==> config.mk <==
export PLATFORM = sky130hd
export DESIGN_NAME = irq_prio_arbiter
export DESIGN_NICKNAME = d
export VERILOG_FILES = /design/src/rtl/irq_arb_pkg.sv /design/src/rtl/irq_mask.sv /design/src/rtl/irq_pick.sv /design/src/rtl/irq_gate.sv /design/src/rtl/irq_prio_arbiter.sv
export SDC_FILE = /design/constraint.sdc
export NUM_CORES = 1
export LEC_CHECK = 0
export CAP_MARGIN = 20
export CORE_ASPECT_RATIO = 1.5
export CORE_MARGIN = 3
export CORE_UTILIZATION = 50
export DETAILED_ROUTE_END_ITERATION = 12
export DONT_BUFFER_PORTS = 1
export PLACE_DENSITY_LB_ADDON = 0.12
export SETUP_SLACK_MARGIN = 0.15
export SKIP_LAST_GASP = 1
export SLEW_MARGIN = 30
export SYNTH_ARGS = -nofsm -noshare
export SYNTH_HDL_FRONTEND = slang
export SYNTH_SLANG_ARGS = --single-unit
==> constraint.sdc <==
create_clock -name clk -period 31.8 [get_ports clk]
set_clock_uncertainty 0.1 [all_clocks]
set_input_delay 3.18 -clock clk [delete_from_list [all_inputs] [get_ports clk]]
set_output_delay 3.18 -clock clk [all_outputs]
set_load 0.05 [all_outputs]
==> src/rtl/irq_arb_pkg.sv <==
package irq_arb_pkg;
   localparam int unsigned DEF_SRC   = 8;
   localparam int unsigned DEF_LVL_W = 3;
endpackage

==> src/rtl/irq_mask.sv <==
module irq_mask #(
   parameter int unsigned N = 8
) (
   input  logic [N-1:0] req,
   input  logic [N-1:0] en,
   output logic [N-1:0] live
);
   for (genvar i = 0; i < N; i++) begin : g_src
      assign live[i] = req[i] & en[i];
   end
endmodule

==> src/rtl/irq_pick.sv <==
module irq_pick #(
   parameter int unsigned N    = 8,
   parameter int unsigned LW   = 3,
   localparam int unsigned IW  = (N > 1) ? $clog2(N) : 1
) (
   input  logic [N-1:0]    live,
   input  logic [N*LW-1:0] lvl_vec,
   output logic            any,
   output logic [IW-1:0]   idx,
   output logic [LW-1:0]   lvl
);
   // Scan from the top index downwards; ">=" lets a lower index take over a tie.
   always_comb begin
      any = 1'b0;
      idx = '0;
      lvl = '0;
      for (int i = N - 1; i >= 0; i--) begin
         if (live[i] && (!any || lvl_vec[i*LW +: LW] >= lvl)) begin
            any = 1'b1;
            idx = IW'(i);
            lvl = lvl_vec[i*LW +: LW];
         end
      end
   end
endmodule

==> src/rtl/irq_gate.sv <==
module irq_gate #(
   parameter int unsigned LW = 3,
   parameter int unsigned IW = 3
) (
   input  logic          clk,
   input  logic          rst_n,
   input  logic          any,
   input  logic [IW-1:0] idx,
   input  logic [LW-1:0] lvl,
   input  logic [LW-1:0] cur_lvl,
   output logic          irq_valid,
   output logic [IW-1:0] irq_src,
   output logic [LW-1:0] irq_lvl
);
   logic fire;
   assign fire = any && (lvl > cur_lvl);

   always_ff @(posedge clk) begin
      if (!rst_n) begin
         irq_valid <= 1'b0;
         irq_src   <= '0;
         irq_lvl   <= '0;
      end else begin
         irq_valid <= fire;
         irq_src   <= fire ? idx : '0;
         irq_lvl   <= fire ? lvl : '0;
      end
   end


   fire_lands_chk: assert property (@(posedge clk) disable iff (!rst_n)
      (any && lvl > cur_lvl) |=> irq_valid);


   idle_zero_chk: assert property (@(posedge clk) disable iff (!rst_n)
      !irq_valid |-> (irq_src == '0 && irq_lvl == '0));
endmodule

==> src/rtl/irq_prio_arbiter.sv <==
module irq_prio_arbiter
   import irq_arb_pkg::*;
#(
   parameter int unsigned NUM_SRC = DEF_SRC,
   parameter int unsigned LVL_W   = DEF_LVL_W,
   localparam int unsigned IDX_W  = (NUM_SRC > 1) ? $clog2(NUM_SRC) : 1
) (
   input  logic                     clk,
   input  logic                     rst_n,
   input  logic [NUM_SRC-1:0]       req,
   input  logic [NUM_SRC-1:0]       en,
   input  logic [NUM_SRC*LVL_W-1:0] src_lvl,
   input  logic [LVL_W-1:0]         cur_lvl,
   output logic                     irq_valid,
   output logic [IDX_W-1:0]         irq_src,
   output logic [LVL_W-1:0]         irq_lvl
);
   if (NUM_SRC < 2) begin : g_bad_src
      $error("irq_prio_arbiter: NUM_SRC must be at least 2");
   end
   if (LVL_W < 1) begin : g_bad_lvl
      $error("irq_prio_arbiter: LVL_W must be at least 1");
   end

   logic [NUM_SRC-1:0] live;
   logic               win_any;
   logic [IDX_W-1:0]   win_idx;
   logic [LVL_W-1:0]   win_lvl;

   irq_mask #(.N(NUM_SRC)) u_mask (
      .req  (req),
      .en   (en),
      .live (live)
   );

   irq_pick #(.N(NUM_SRC), .LW(LVL_W)) u_pick (
      .live    (live),
      .lvl_vec (src_lvl),
      .any     (win_any),
      .idx     (win_idx),
      .lvl     (win_lvl)
   );

   irq_gate #(.LW(LVL_W), .IW(IDX_W)) u_gate (
      .clk       (clk),
      .rst_n     (rst_n),
      .any       (win_any),
      .idx       (win_idx),
      .lvl       (win_lvl),
      .cur_lvl   (cur_lvl),
      .irq_valid (irq_valid),
      .irq_src   (irq_src),
      .irq_lvl   (irq_lvl)
   );


   outranks_chk: assert property (@(posedge clk) disable iff (!rst_n)
      1'b1 |=> (!irq_valid || irq_lvl > $past(cur_lvl)));


   masked_quiet_chk: assert property (@(posedge clk) disable iff (!rst_n)
      (live == '0) |=> !irq_valid);
endmodule

==> results.json, run 1 <==
{
  "grt_pass1_vias": 1473,
  "fillers": 285,
  "min-delay-start": "src_lvl[0]",
  "critPathMaxStageDelay_ps": 750,
  "ys_dominant_reg_cell": "dfxtp_1",
  "tightest_slew_ps": 904,
  "cts.htree.levels": 1,
  "syn_area_per_cell_um2": 7.92,
  "async_flop_share": 0,
  "wl_per_cell_um": 16.7,
  "final_critical_path_setup_slack_ps": 16760,
  "die_h_um": 71.4,
  "post_cts_buffers": 0,
  "cts_root_buffer": "clkbuf_8",
  "antenna_found_initial": 0,
  "ant_nets": 0,
  "hold_violations": 0,
  "crit_required_ps": 31870,
  "startpoint_type": "primary input",
  "synth_area_leader_cell": "ha_1",
  "cts_hold_buf": 0,
  "grt_pass1_wl_um": 6160,
  "fin_crit_sh": 0.473,
  "start_util": 0.527,
  "synthToLayoutAreaGrowth_pct": 5.26,
  "end_kind": "register",
  "syn_inst": 180,
  "leakagePower_nw": 0.672,
  "clkTransAtPathRegs_ps": 40,
  "setup_viol": 0,
  "remaining_drc_errors": 0,
  "layout.nets": 251,
  "drv_slew": 0,
  "cts_buffers": 3,
  "grt_max_degree": 9,
  "core_mm2": 0.00271,
  "dp_hpwl_um": 3270,
  "relSlewSlack": 0.388,
  "rsz0062_at_grt": "false",
  "netlist_area_mm2": 0.00143,
  "die_w_um": 49.6,
  "num_vias": 1406,
  "syn-num-nets": 248,
  "gp_congestion": 0.830,
  "cts_tree": "built",
  "die_area_mm2": 0.00354,
  "hp-class": "primary input to register",
  "critPathLaunch": "req[7]",
  "grt.overflow.total": 0,
  "peakVddDrop_v": 0.0000251,
  "synth_edf_count": 0,
  "cts_resized": 0,
  "drive_above_1_share": 0.0769,
  "vias_per_cell": 6.42,
  "clockBufferDepth": 2,
  "row_count": 23,
  "ios": 52,
  "yosysSeqAreaShare": 0.0982,
  "synth_cell_type_count": 56,
  "drv_cap": 0,
  "clock-sinks": 7,
  "post-route-min-period_ps": 15040,
  "grtUsageTotal": 0.216,
  "firstDrtPassIters": 4,
  "status": "finished, final reports clean",
  "crit_slowest_cell": "o311ai_1",
  "cp_max_fo": 8,
  "crit_top_cell": "ha_1",
  "tns_ps": 0,
  "yosysTopAreaCellShare": 0.202,
  "synthTopCellsByArea": "ha_1, dfxtp_1, nand2_1, nand3_1, a21o_1",
  "critPathKind": "primary input to register",
  "io_buffers": 0,
  "fmax_ghz": 0.0665,
  "power_uw": 62.0,
  "yosysWarningCount": 0,
  "wl_um": 3660,
  "power_density_mw_per_mm2": 41.3,
  "place_worst_setup_slack_ps": 16530,
  "arrival_ps": 15110,
  "worst_hold_slack_ps": 3030,
  "ys_seq_elements": 7,
  "drtIter0Drc": 32,
  "antenna_cells": 0
}
-- layer usage --
metal | up-vias | track usage | part of all wire | routed length, um
met5 | - | 0 | 0 | 0
met4 | 0 | 0.0523 | 0.021 | 78
met3 | 8 | 0.0665 | 0.069 | 252
met2 | 48 | 0.464 | 0.59 | 2160
met1 | 649 | 0.180 | 0.32 | 1170
li1 | 701 | - | - | -
-- worst paths after layout --
kind | end | slack (ps) | cells after the start
worst max-delay path | u_gate.irq_src[0] | 16760 | 49
worst min-delay path | u_gate.irq_lvl[0] | 3030 | 2
-- cell type report --
class                           count  area [um^2]  share of cell area
Inverter                           12         45.0              0.0300
Sequential cell                     7          140              0.0933
Multi-Input combinational cell    159         1220               0.816
Clock buffer                        4         45.0              0.0300
Tap cell                           37         46.3              0.0308
-- critical path: cells and delay by family --
kind                     cells  cell delay (ps)
adder cells (fa/ha/maj)      8             2130
AND/OR/NAND/NOR             16             3090
buffers and inverters        1               80
AO/OA/AOI/OAI               23             6350
multiplexers                 1              250
-- synth_stat cells, drive strengths merged, types with 3 or more instances --
| cell type | count |
|---|---|
| nor2b | 3 |
| a21o | 7 |
| a21oi | 8 |
| nor3 | 6 |
| nor2 | 10 |
| a31oi | 3 |
| ha | 23 |
| nand3 | 11 |
| and2 | 8 |
| o311ai | 4 |
| inv | 12 |
| dfxtp | 7 |
| a211oi | 3 |
| nand2 | 16 |
| o21ai | 9 |
| nand2b | 6 |
| and3 | 5 |
-- metrics by stage --
stage / util / instance area [um^2] / instances
finish: 0.555 / 1500 / 219
floorplan: - / 1430 / 180
CTS: 0.555 / 1500 / 219
global placement: 0.538 / 1460 / 215
detailed placement: 0.538 / 1460 / 215
global route: 0.555 / 1500 / 219
-- kinds of logic (layout without fill, tap and decap cells) --
family	count (synthesis)	after routing	share of synthesized area
buffers and inverters	14	16	0.0430
muxes	2	2	0.0149
and+or+nand+nor	75	75	0.286
adders and majority gates	23	23	0.202
AOI/OAI and AO/OA	59	59	0.356
DFF	7	7	0.0982
-- layout by cell type (no fill, tap or decap), drive strengths merged, types with 2 or more instances in the layout --
cell     n
a311o    2
o211ai   2
nor3     6
nor3b    2
and2     8
o21ai    9
nand3   11
nor2    10
a21oi    8
o311ai   4
dfxtp    7
a311oi   2
ha      23
clkbuf   4
a31oi    3
nor2b    3
nor4     2
nand2b   6
a211oi   3
a21o     7
o31ai    2
a32oi    2
inv     12
nand2   16
o21a     2
and3     5
or2      2
o211a    2
-- report_power, final --
part | switching (mW) | leakage [nW] | total (mW) | internal, mW
Clock | 0.00360 | 0.0228 | 0.0122 | 0.00865
Combinational | 0.0185 | 0.592 | 0.0330 | 0.0144
Sequential | 0.00630 | 0.0571 | 0.0168 | 0.0105
Total | 0.0284 | 0.672 | 0.0620 | 0.0336
-- state kept, by name, indices dropped and copies added (netlist names) --
signal            count
u_gate.irq_lvl        3
u_gate.irq_src        3
u_gate.irq_valid      1
Power figures use the tool's default switching activity.
==> run 2, diff against run 1 <==
==> constraint.sdc (replaced) <==
create_clock -name clk -period 12.5 [get_ports clk]
set_clock_uncertainty 0.1 [all_clocks]
set_input_delay 1.25 -clock clk [delete_from_list [all_inputs] [get_ports clk]]
set_output_delay 1.25 -clock clk [all_outputs]
set_load 0.05 [all_outputs]
==> run 2 against run 1 <==
  * Count of clock-buffer cells in the layout unchanged
  * Via count up 1.4%
  * Wire length up 2.5%
  * Global-route usage up 0.052 points
  * Sequential power rose to 2.6 times the previous value
  * Final cell count up 3.2%
  * Power rose to 2.7 times the previous value
  * Die area unchanged
  * Critical endpoint is now u_gate.irq_lvl[2]
  * Highest routed layer unchanged
==> results.json, run 2 (same netlist as run 1, synthesis figures left out) <==
{
  "end_kind": "register",
  "startpoint_type": "primary input",
  "wl_um": 3750,
  "remaining_drc_errors": 0,
  "mostFrequentLayoutCell": "ha_1",
  "fmax_ghz": 0.0864,
  "ant_nets": 0,
  "grt_pass1_wl_um": 6150,
  "leakagePower_nw": 0.711,
  "drv_slew": 0,
  "gp_congestion": 0.874,
  "critPathBufInv": 3,
  "final_cell_mix": "ha_1, nand2_1, inv_1",
  "row_count": 23,
  "num_vias": 1426,
  "grt_max_degree": 9,
  "synthToLayoutAreaGrowth_pct": 11.0,
  "relSlewSlack": 0.660,
  "switching_share": 0.452,
  "fin_crit_sh": 0.926,
  "ios": 52,
  "start_util": 0.527,
  "wl_per_cell_um": 16.6,
  "tns_ps": 0,
  "crit_required_ps": 12480,
  "cts_hold_buf": 0,
  "clkPwrFrac": 0.184,
  "hold_violations": 0,
  "tightest_slew_ps": 510,
  "firstDrtPassIters": 4,
  "die_w_um": 49.6,
  "rsz0062_at_grt": "false",
  "arrival_ps": 11550,
  "power.internal_uw": 90.5,
  "cts_buffers": 3,
  "core_mm2": 0.00271,
  "die_area_mm2": 0.00354,
  "hp-class": "primary input to register",
  "largestRegisters": "u_gate.irq_lvl: 3 flops, u_gate.irq_src: 3 flops, u_gate.irq_valid: 1 flops",
  "grtUsageTotal": 0.217,
  "post-route-min-period_ps": 11570,
  "power_switching_uw": 74.5,
  "critPathLaunch": "req[7]",
  "grt_pass1_vias": 1469,
  "peakVddDrop_v": 0.0000594,
  "dp_hpwl_um": 3250,
  "vias_per_cell": 6.31,
  "clkTransAtPathRegs_ps": 40,
  "io_buffers": 0,
  "combPwrFrac": 0.556,
  "cp_max_fo": 8,
  "crit_slowest_cell": "a2111o_1",
  "clock-sinks": 7,
  "die_h_um": 71.4,
  "cts_tree": "built",
  "seqPwrFrac": 0.260,
  "grt.overflow.total": 0,
  "dp_cells": 222,
  "setup_viol": 0,
  "antenna_found_initial": 0,
  "min-delay-start": "src_lvl[0]",
  "crit_family": "compound AO/OA/AOI/OAI gates",
  "drtIter0Drc": 19,
  "drv_cap": 0,
  "critPathMaxStageDelay_ps": 460,
  "critPathKind": "primary input to register",
  "antenna_cells": 0,
  "power_density_mw_per_mm2": 104,
  "drive_above_1_share": 0.143,
  "clockBufferDepth": 2,
  "crit_top_cell": "ha_1",
  "cts_root_buffer": "clkbuf_8",
  "status": "finished, final reports clean",
  "layout.cells.non_filler": 226,
  "cts.htree.levels": 1,
  "layout.nets": 258
}
==> run 2: worst paths after layout <==
kind | endpoint | slack [ps] | cells past startpoint
max | u_gate.irq_lvl[2] | 930 | 54
min | u_gate.irq_lvl[0] | 1110 | 2
==> run 2: repair_timing <==
action | CTS | global route
resized for setup | 0 | 9
setup buffers | 0 | 0
setup endpoints to repair | 0 | 7
==> run 2: layout make-up <==
type                            instances  area [um^2]
Sequential cell                         7          140
Clock buffer                            4         45.0
Inverter                               12         45.0
Tap cell                               37         46.3
Multi-Input combinational cell        159         1250
Timing Repair Buffer                    7         52.6
Fill cell                             293         1120
==> run 2: metal layers <==
layer,share of wire,vias to the layer above,global-route usage
met5,0,-,0
met4,0.0045,0,0.0277
met3,0.063,2,0.0457
met2,0.61,43,0.482
met1,0.32,667,0.189
li1,-,714,-
==> run 2: power by group through the flow <==
stage / Sequential [mW] / Clock, mW / Combinational [mW]
global route: 0.0432 / 0.0328 / 0.105
finish: 0.0429 / 0.0304 / 0.0917
detailed placement: 0.0434 / 0 / 0.0884
floorplan: 0.0429 / 0 / 0.0694
global placement: 0.0434 / 0 / 0.0861
CTS: 0.0431 / 0.0315 / 0.0889
==> run 2: metrics by stage <==
stage / util / hold slack (ps) / power, mW / instance area [um^2] / setup slack, ps
2_1_floorplan: - / 1310 / 0.112 / 1430 / 842
3_3_place_gp: 0.558 / 1330 / 0.129 / 1510 / 493
3_5_place_dp: 0.558 / 1340 / 0.132 / 1510 / 287
4_1_cts: 0.574 / 1110 / 0.163 / 1550 / 490
5_1_grt: 0.585 / 1120 / 0.181 / 1580 / 80.1
6_report: 0.585 / 1110 / 0.165 / 1580 / 931
==> run 3, diff against run 2 <==
--- a/config.mk
+++ b/config.mk
@@ -17,4 +17,5 @@
 export SLEW_MARGIN = 30
 export SYNTH_ARGS = -nofsm -noshare
 export SYNTH_HDL_FRONTEND = slang
+export SYNTH_HIERARCHICAL = 1
 export SYNTH_SLANG_ARGS = --single-unit
==> run 3 against run 2 <==
  * Power fell by 3.6%
  * Setup slack got worse by 91 ps
  * Wire length down 12%
  * Maximum frequency decreased by 0.78%
==> results.json, run 3 <==
{
  "status": "finished, final reports clean",
  "ant_nets": 0,
  "syn_area_per_cell_um2": 7.80,
  "switching_share": 0.453,
  "crit_top_cell": "ha_1",
  "clkPwrFrac": 0.194,
  "fmax_ghz": 0.0858,
  "fin_area_mm2": 0.00149,
  "cts.htree.levels": 1,
  "fin_crit_sh": 0.933,
  "clockBufferDepth": 2,
  "grt_pass1_wl_um": 5590,
  "seqPwrFrac": 0.274,
  "drtIter0Drc": 16,
  "final_cell_mix": "ha_1, nand2_1, inv_1",
  "die_h_um": 71.1,
  "hold_violations": 0,
  "core_mm2": 0.00268,
  "crit_required_ps": 12500,
  "power_density_mw_per_mm2": 107,
  "grt_pass1_vias": 1314,
  "end_kind": "register",
  "tightest_slew_ps": 531,
  "combPwrFrac": 0.532,
  "startpoint_type": "primary input",
  "grtUsageTotal": 0.199,
  "die_w_um": 49.4,
  "layout.nets": 253,
  "remaining_drc_errors": 0,
  "antenna_cells": 0,
  "synthToLayoutAreaGrowth_pct": 5.59,
  "relSlewSlack": 0.643,
  "leakagePower_nw": 0.653,
  "cts_buffers": 3,
  "yosys.cell_count.top_type": "ha_1",
  "mostFrequentLayoutCell": "ha_1",
  "ios": 52,
  "largestRegisters": "u_gate/irq_lvl: 3 flops, u_gate/irq_src: 3 flops, u_gate/irq_valid: 1 flops",
  "drv_slew": 0,
  "row_count": 23,
  "wl_per_cell_um": 15.1,
  "io_buffers": 0,
  "firstDrtPassIters": 4,
  "power.internal_uw": 87.0,
  "dpl_cell_area_mm2": 0.00144,
  "crit_slowest_cell": "or3b_2",
  "synth_area_leader_cell": "ha_1",
  "yosysTopAreaCellShare": 0.213,
  "ys_seq_elements": 7,
  "critPathMaxStageDelay_ps": 480,
  "ys_dominant_reg_cell": "dfxtp_1",
  "vias_per_cell": 5.95,
  "start_util": 0.527,
  "synthTopCellsByArea": "ha_1, dfxtp_1, and2_1, nand2_1, mux2_2",
  "yosysWarningCount": 6,
  "wl_um": 3320,
  "peakVddDrop_v": 0.0000583,
  "die_area_mm2": 0.00351,
  "synthTopCellsByCount": "ha_1, nand2_1, inv_1",
  "drv_cap": 0,
  "clock-sinks": 7,
  "synth_edf_count": 0,
  "netlist_area_mm2": 0.00141,
  "critPathKind": "primary input to register",
  "synth_cell_type_count": 50,
  "cts_tree": "built",
  "grt_max_degree": 11,
  "rsz0062_at_grt": "false",
  "arrival_ps": 11660,
  "syn_inst": 181,
  "grt.overflow.total": 0,
  "syn-num-nets": 250,
  "cts_root_buffer": "clkbuf_8",
  "hp-class": "primary input to register",
  "tns_ps": 0,
  "cp_max_fo": 10,
  "async_flop_share": 0,
  "yosysSeqAreaShare": 0.0993,
  "gp_congestion": 0.757,
  "num_vias": 1308,
  "drive_above_1_share": 0.169,
  "dp_hpwl_um": 2880,
  "post-route-min-period_ps": 11660,
  "clkTransAtPathRegs_ps": 40,
  "antenna_found_initial": 0,
  "power_switching_uw": 72.1,
  "setup_viol": 0
}
-- run 3: changes by cell type after synthesis, sizes merged, moves of 3 or more --
cell	before	now
nand3	11	5
and3	5	0
o311ai	4	0
mux2	1	5
a21bo	0	3
and2	8	14
or3	1	4
-- run 3: layout make-up --
type                       count  area [um^2]
sequential                     7          140
fill                         275         1190
multi-input combinational    157         1200
inverter                      14         52.6
timing repair buffer           1         7.51
tap                           37         46.3
clock buffer                   4         45.0
-- run 3: cell families (layout without fill, tap and decap cells) --
family          after synthesis  in the layout  synth area share
compound gates               46             46             0.265
fa+ha+maj                    24             24             0.213
buf+inv                      17             19            0.0585
flops                         7              7            0.0993
mux                           6              6            0.0470
simple gates                 81             81             0.317
-- run 3: power by group through the flow --
stage               combinational (mW)  sequential [mW]  clock [mW]
detailed placement              0.0834           0.0440           0
floorplan                       0.0683           0.0437           0
global placement                0.0799           0.0440           0
global route                    0.0968           0.0438      0.0340
CTS                             0.0841           0.0437      0.0313
finish                          0.0846           0.0436      0.0309
-- run 3: critical path: cells and delay by family --
kind                     cells  cell delay [ps]
multiplexers                 1              360
AND/OR/NAND/NOR             17             3440
AO/OA/AOI/OAI               18             4290
adder cells (fa/ha/maj)      8             2130
buffers and inverters        1              170
-- run 3: per-layer routing --
layer | track usage | routed length (um) | vias to the layer above
met5 | 0 | 0 | -
met4 | 0.0769 | 70 | 0
met3 | 0.0274 | 143 | 8
met2 | 0.413 | 1920 | 38
met1 | 0.186 | 1180 | 600
li1 | - | - | 662
-- run 3: path summary, 6_finish.rpt --
path | from | end | slack [ps] | cells past startpoint
worst max-delay path | req[7] | u_gate/irq_src[0] | 840 | 45
worst min-delay path | rst_n | u_gate/irq_lvl[0] | 1110 | 2
-- run 3: stage by stage --
step                total power, mW  utilization  std cells  setup slack, ps  hold WS [ps]
floorplan                     0.112            -        181             1550          1320
CTS                           0.159        0.553        220              597          1100
finish                        0.159        0.557        220              840          1110
detailed placement            0.127        0.536        216              377          1330
global placement              0.124        0.536        216              567          1330
global route                  0.175        0.557        220              183          1090
-- run 3: what timing repair did --
| item | in CTS | in global routing |
|---|---|---|
| gates resized for setup | 0 | 4 |
| setup endpoints to repair | 0 | 7 |
| buffers inserted | 0 | 0 |
| hold buffers | 0 | 0 |
